## src/rtl/sram_pipe_pkg.sv

```systemverilog
package sram_pipe_pkg;
  localparam int DEF_ADDR_W = 6;
  localparam int DEF_BYTES  = 4;
  localparam int DEF_BYTE_W = 8;

  // Byte lane write decision: global write wins, otherwise enable and select.
  function automatic logic lane_write(input logic gw_n, input logic bwe_n,
                                      input logic bsel_n);
    return !gw_n || (!bwe_n && !bsel_n);
  endfunction
endpackage

```

## src/rtl/sram_in_stage.sv

```systemverilog
module sram_in_stage
  import sram_pipe_pkg::*;
#(
  parameter int ADDR_W = DEF_ADDR_W,
  parameter int BYTES  = DEF_BYTES,
  parameter int BYTE_W = DEF_BYTE_W,
  localparam int DATA_W = BYTES * BYTE_W
) (
  input  logic              clk,
  input  logic              rst,
  input  logic              sleep_i,
  input  logic              cs_n_i,
  input  logic [ADDR_W-1:0] addr_i,
  input  logic              gw_n_i,
  input  logic              bwe_n_i,
  input  logic [BYTES-1:0]  bsel_n_i,
  input  logic [DATA_W-1:0] wdata_i,
  output logic [ADDR_W-1:0] addr_q,
  output logic [DATA_W-1:0] wdata_q,
  output logic [BYTES-1:0]  we_q,
  output logic              rd_q,
  output logic              mask_q
);
  logic             live;
  logic             is_wr;
  logic [BYTES-1:0] we_d;
  logic             desel_q;

  assign live  = !cs_n_i && !sleep_i;
  assign is_wr = !gw_n_i || !bwe_n_i;

  for (genvar b = 0; b < BYTES; b++) begin : g_we
    assign we_d[b] = live && lane_write(gw_n_i, bwe_n_i, bsel_n_i[b]);
  end

  always_ff @(posedge clk) begin
    addr_q  <= addr_i;
    wdata_q <= wdata_i;
    if (rst) begin
      we_q    <= '0;
      rd_q    <= 1'b0;
      mask_q  <= 1'b0;
      desel_q <= 1'b1;
    end else begin
      we_q   <= we_d;
      rd_q   <= live && !is_wr;
      mask_q <= live && !is_wr && desel_q;
      if (!sleep_i) desel_q <= cs_n_i;
    end
  end
endmodule

```

## src/rtl/sram_byte_lane.sv

```systemverilog
module sram_byte_lane #(
  parameter int ADDR_W = 6,
  parameter int BYTE_W = 8,
  localparam int DEPTH = 1 << ADDR_W
) (
  input  logic              clk,
  input  logic              rst,
  input  logic              we,
  input  logic              re,
  input  logic [ADDR_W-1:0] addr,
  input  logic [BYTE_W-1:0] wd,
  output logic [BYTE_W-1:0] rq
);
  logic [BYTE_W-1:0] mem [DEPTH];

  always_ff @(posedge clk) begin
    if (we) mem[addr] <= wd;
  end

  always_ff @(posedge clk) begin
    if (rst)     rq <= '0;
    else if (re) rq <= mem[addr];
  end
endmodule

```

## src/rtl/sram_out_stage.sv

```systemverilog
module sram_out_stage (
  input  logic clk,
  input  logic rst,
  input  logic sleep_i,
  input  logic rd_q,
  input  logic mask_q,
  input  logic oe_n_i,
  output logic rvalid_o,
  output logic drive_o
);
  logic valid_r;
  logic mask_r;

  always_ff @(posedge clk) begin
    if (rst) begin
      valid_r <= 1'b0;
      mask_r  <= 1'b0;
    end else begin
      valid_r <= rd_q && !sleep_i;
      mask_r  <= mask_q;
    end
  end

  assign rvalid_o = valid_r;
  assign drive_o  = valid_r && !mask_r && !oe_n_i;
endmodule

```

## src/rtl/sync_sram_pipe.sv

```systemverilog
module sync_sram_pipe
  import sram_pipe_pkg::*;
#(
  parameter int ADDR_W = DEF_ADDR_W,
  parameter int BYTES  = DEF_BYTES,
  parameter int BYTE_W = DEF_BYTE_W,
  localparam int DATA_W = BYTES * BYTE_W
) (
  input  logic              clk,
  input  logic              rst,
  input  logic              sleep_i,
  input  logic              cs_n_i,
  input  logic [ADDR_W-1:0] addr_i,
  input  logic              gw_n_i,
  input  logic              bwe_n_i,
  input  logic [BYTES-1:0]  bsel_n_i,
  input  logic [DATA_W-1:0] wdata_i,
  input  logic              oe_n_i,
  output logic [DATA_W-1:0] rdata_o,
  output logic              rvalid_o,
  output logic              drive_o
);
  logic [ADDR_W-1:0] addr_q;
  logic [DATA_W-1:0] wdata_q;
  logic [BYTES-1:0]  we_q;
  logic              rd_q;
  logic              mask_q;

  sram_in_stage #(.ADDR_W(ADDR_W), .BYTES(BYTES), .BYTE_W(BYTE_W)) u_in (
    .clk(clk), .rst(rst), .sleep_i(sleep_i), .cs_n_i(cs_n_i),
    .addr_i(addr_i), .gw_n_i(gw_n_i), .bwe_n_i(bwe_n_i),
    .bsel_n_i(bsel_n_i), .wdata_i(wdata_i),
    .addr_q(addr_q), .wdata_q(wdata_q), .we_q(we_q),
    .rd_q(rd_q), .mask_q(mask_q)
  );

  for (genvar b = 0; b < BYTES; b++) begin : g_lane
    sram_byte_lane #(.ADDR_W(ADDR_W), .BYTE_W(BYTE_W)) u_lane (
      .clk(clk), .rst(rst), .we(we_q[b]), .re(rd_q), .addr(addr_q),
      .wd(wdata_q[b*BYTE_W +: BYTE_W]),
      .rq(rdata_o[b*BYTE_W +: BYTE_W])
    );
  end

  sram_out_stage u_out (
    .clk(clk), .rst(rst), .sleep_i(sleep_i), .rd_q(rd_q),
    .mask_q(mask_q), .oe_n_i(oe_n_i),
    .rvalid_o(rvalid_o), .drive_o(drive_o)
  );
endmodule

```

## config.mk

```make
export PLATFORM = sky130hd
export DESIGN_NAME = sync_sram_pipe
export DESIGN_NICKNAME = d
export VERILOG_FILES = /design/src/rtl/sram_pipe_pkg.sv /design/src/rtl/sram_in_stage.sv /design/src/rtl/sram_byte_lane.sv /design/src/rtl/sram_out_stage.sv /design/src/rtl/sync_sram_pipe.sv
export SDC_FILE = /design/constraint.sdc
export NUM_CORES = 2
export LEC_CHECK = 0
export CORE_ASPECT_RATIO = 2
export CORE_MARGIN = 10
export CORE_UTILIZATION = 46
export CTS_CLUSTER_SIZE = 25
export DETAILED_ROUTE_END_ITERATION = 10
export GPL_TIMING_DRIVEN = 1
export SYNTH_ARGS = -nofsm -noshare
export SYNTH_HDL_FRONTEND = slang
export SYNTH_SLANG_ARGS = --single-unit
```

## constraint.sdc

```tcl
create_clock -name clk -period 2.56 [get_ports clk]
set_input_delay 0.384 -clock clk [delete_from_list [all_inputs] [get_ports clk]]
set_output_delay 0.384 -clock clk [all_outputs]
set_load 0.03 [all_outputs]
```

==> impl_metrics.tcl <==
set metrics [dict create \
    status "complete, but fails checks" \
    violations "setup timing" \
    first_pass_iters 8 \
    grt_setup_unrepaired "true" \
    htree_levels 4 \
    startpoint "u_in.addr_q[1]" \
    p_leak_nw 32.7 \
    reg2reg_depth 8 \
    r2r_setup_slack_ns -0.06 \
    num_rows 218 \
    wl_per_cell_um 34.0 \
    vias_per_cell 6.29 \
    crit_type "flop to flop" \
    die-area_um2 196000 \
    netlist_instances 4550 \
    antenna_found_initial 6 \
    synthTopCellsByArea "edfxtp_1, mux4_2, mux2i_1" \
    drtIter0Drc 5802 \
    fmax_mhz 381 \
    clkPwrFrac 0.395 \
    crit_fanout 9 \
    final_area_um2 98600 \
    portBuffers 82 \
    slew_headroom 0.296 \
    ir_drop_uv 502 \
    synthFlopType "edfxtp_1" \
    dp_slack_ns -0.281 \
    vias 49400 \
    arrival_ns 3.15 \
    routed_wl_um 267000 \
    ys_seq_area_frac 0.772 \
    cts_max_path_buffers 4 \
    clk_pin_slew_ns 0.07 \
    hold_class "input port to flop" \
    clock_skew_ns 0.0521 \
    numCtsBuffers 187 \
    worst_slew_pin_slew_ns 1.06 \
    cts_tree "yes" \
    drc 0 \
    start_util 0.463 \
    layoutNonFillerInstCount 7854 \
    synth_top_area_frac 0.753 \
    synth_commonest_cells "edfxtp_1, nor2_1, mux2i_1, a221oi_1, a22oi_1" \
    clk_latency_ns 0.86 \
    antenna_left 0 \
    grt_usage 0.264 \
    worstPathRequired_ns 3.08 \
    period_minus_slack_ns 2.62 \
    holdWs_ns 0.0334 \
    grt_first_pass_wirelength_um 374000 \
    area_growth_pct 20.7 \
    dieWidth_um 318 \
    cts-root-buf "clkbuf_16" \
    grt_pass1_vias 49500 \
    layout-drive-gt1-share 0.279 \
    syn-cell-area_um2 81700 \
    swShare 0.220 \
    drv_cap 0 \
    fp.dieH_um 616 \
    nets 5445 \
    pwr-share-seq 0.540 \
    syn_area_per_cell_um2 18.0 \
    synth.most_common_cell "edfxtp_1" \
    setup_ws_ns -0.0638 \
    power.density_nw_per_um2 722 \
    core_um2 176000 \
    timing.rr.end "g_lane[3].u_lane.mem[44][7]" \
    yosys_warnings 0 \
    hold_violations 0 \
    gp_congestion 0.923 \
    clock-sinks 2127 \
    synth_edf_count 2048 \
    cp-endpoint "g_lane[3].u_lane.mem[44][7]" \
    synth_seq_cells 2127 \
    fin_crit_sh 1.02 \
    pwr-share-comb 0.065 \
    cp-end-kind "flop" \
    synth-async-reset-ratio 0 \
    dpl.hpwl_um 177000 \
    p_switching_mw 15.7 \
    synth_largest_area_cell "edfxtp_1" \
    synth_cell_types 74 \
    grt_max_degree 65 \
    slew_violations 0 \
    r2r_start "u_in.addr_q[1]" \
    dp_cells 7436 \
    dpl_cell_area_um2 91300 \
    gr-total-overflow 0 \
    startpoint_type "flop" \
    ios 83 \
    syn_nets 4599 \
    finalSetupViolations 52 \
    internal-power_mw 55.5 \
]
stage by stage:
stage	power, mW	util	TNS, ns
after CTS	71.2	0.555	0
final	71.2	0.559	-1.49
after global routing	72.7	0.559	-0.325
after floorplan	41.1	-	0
after global placement	43.4	0.517	-7.31
after detailed placement	43.5	0.517	-7.59
timing repair:
item	in CTS	in global routing
gates cloned	3	4
hold buffers	32	0
buffers inserted	11	31
endpoints found under the hold margin	32	0
gates resized for setup	35	71
pin swaps	4	25
endpoints found under the setup margin	163	65
worst min-delay path by stage:
stage / end / start / cells after the start / slack (ns)
2_1_floorplan: u_in.addr_q[0] / addr_i[0] / 0 / 0.41
3_3_place_gp: u_out.mask_r / u_in.mask_q / 1 / 0.42
3_5_place_dp: u_in.desel_q / u_in.desel_q / 1 / 0.45
4_1_cts: u_in.wdata_q[27] / wdata_i[27] / 1 / 0.004
5_1_grt: u_in.wdata_q[28] / wdata_i[28] / 1 / 0.05
6_report: u_in.wdata_q[27] / wdata_i[27] / 1 / 0.03
flip-flops by register name (all words and copies together), names as in the netlist:
register,flops
u_in.desel_q,1
u_in.addr_q,6
u_in.mask_q,1
u_out.mask_r,1
g_lane.u_lane.mem,2048
g_lane.u_lane.rq,32
u_in.we_q,4
u_in.wdata_q,32
u_out.rvalid_o,1
u_in.rd_q,1
metal layers:
layer  global-route usage  part of all wire
met1                0.302              0.34
met2                0.453              0.50
met3               0.0433             0.079
met4                0.178             0.077
met5                    0           0.00010
critical path, stage by stage, from the launching register on:
cell and delay [ns]:
dfxtp_4 0.37, buf_12 0.15, clkbuf_16 0.18, buf_4 0.15, nor3b_4 0.23, buf_4 0.36
nand2_1 0.38, nor2_1 0.23, buf_4 0.23
power groups by stage:
stage	Clock [mW]	Sequential (mW)	Combinational [mW]
final	28.1	38.4	4.64
after global routing	29.6	38.4	4.75
after CTS	28.4	38.4	4.43
after detailed placement	0	39.2	4.29
after global placement	0	39.2	4.26
after floorplan	0	39.2	1.86
kinds of logic (layout without fill, tap and decap cells):
group	Yosys count	in the layout	synth area share
other	0	5	0
AOI/OAI and AO/OA	991	991	0.0901
DFF	2127	2127	0.772
buffers and inverters	332	1321	0.0224
muxes	476	476	0.0830
and+or+nand+nor	624	624	0.0325
layout by cell type, fill, tap and decap left out, types with 16 or more instances in the layout:
| cell | n |
|---|---|
| dfxtp_2 | 33 |
| bufinv_16 | 16 |
| a31oi_1 | 35 |
| clkdlybuf4s50_1 | 80 |
| edfxtp_1 | 2048 |
| a21oi_1 | 117 |
| clkinv_1 | 25 |
| dfxtp_1 | 43 |
| dlygate4sd3_1 | 32 |
| buf_12 | 105 |
| mux2i_1 | 209 |
| a221oi_1 | 184 |
| clkbuf_1 | 39 |
| nor3_1 | 24 |
| a22o_1 | 64 |
| clkinv_2 | 36 |
| buf_4 | 737 |
| a22oi_1 | 157 |
| a221o_1 | 44 |
| nor2_1 | 377 |
| a311oi_1 | 18 |
| mux2_2 | 112 |
| o22a_1 | 26 |
| o22ai_1 | 88 |
| mux4_2 | 149 |
| nand2_1 | 113 |
| clkbuf_16 | 193 |
| o21ai_0 | 86 |
final cells by class:
class | count | area (µm²)
Clock buffer | 239 | 5030
Sequential cell | 2127 | 63100
Multi-Input combinational cell | 2091 | 17300
Inverter | 4 | 27.5
Timing Repair Buffer | 985 | 9340
Tap cell | 2310 | 2890
Clock inverter | 93 | 903
Fill cell | 13500 | 77900
Antenna cell | 5 | 12.5
Note: power is estimated with default switching activity, not from simulation.
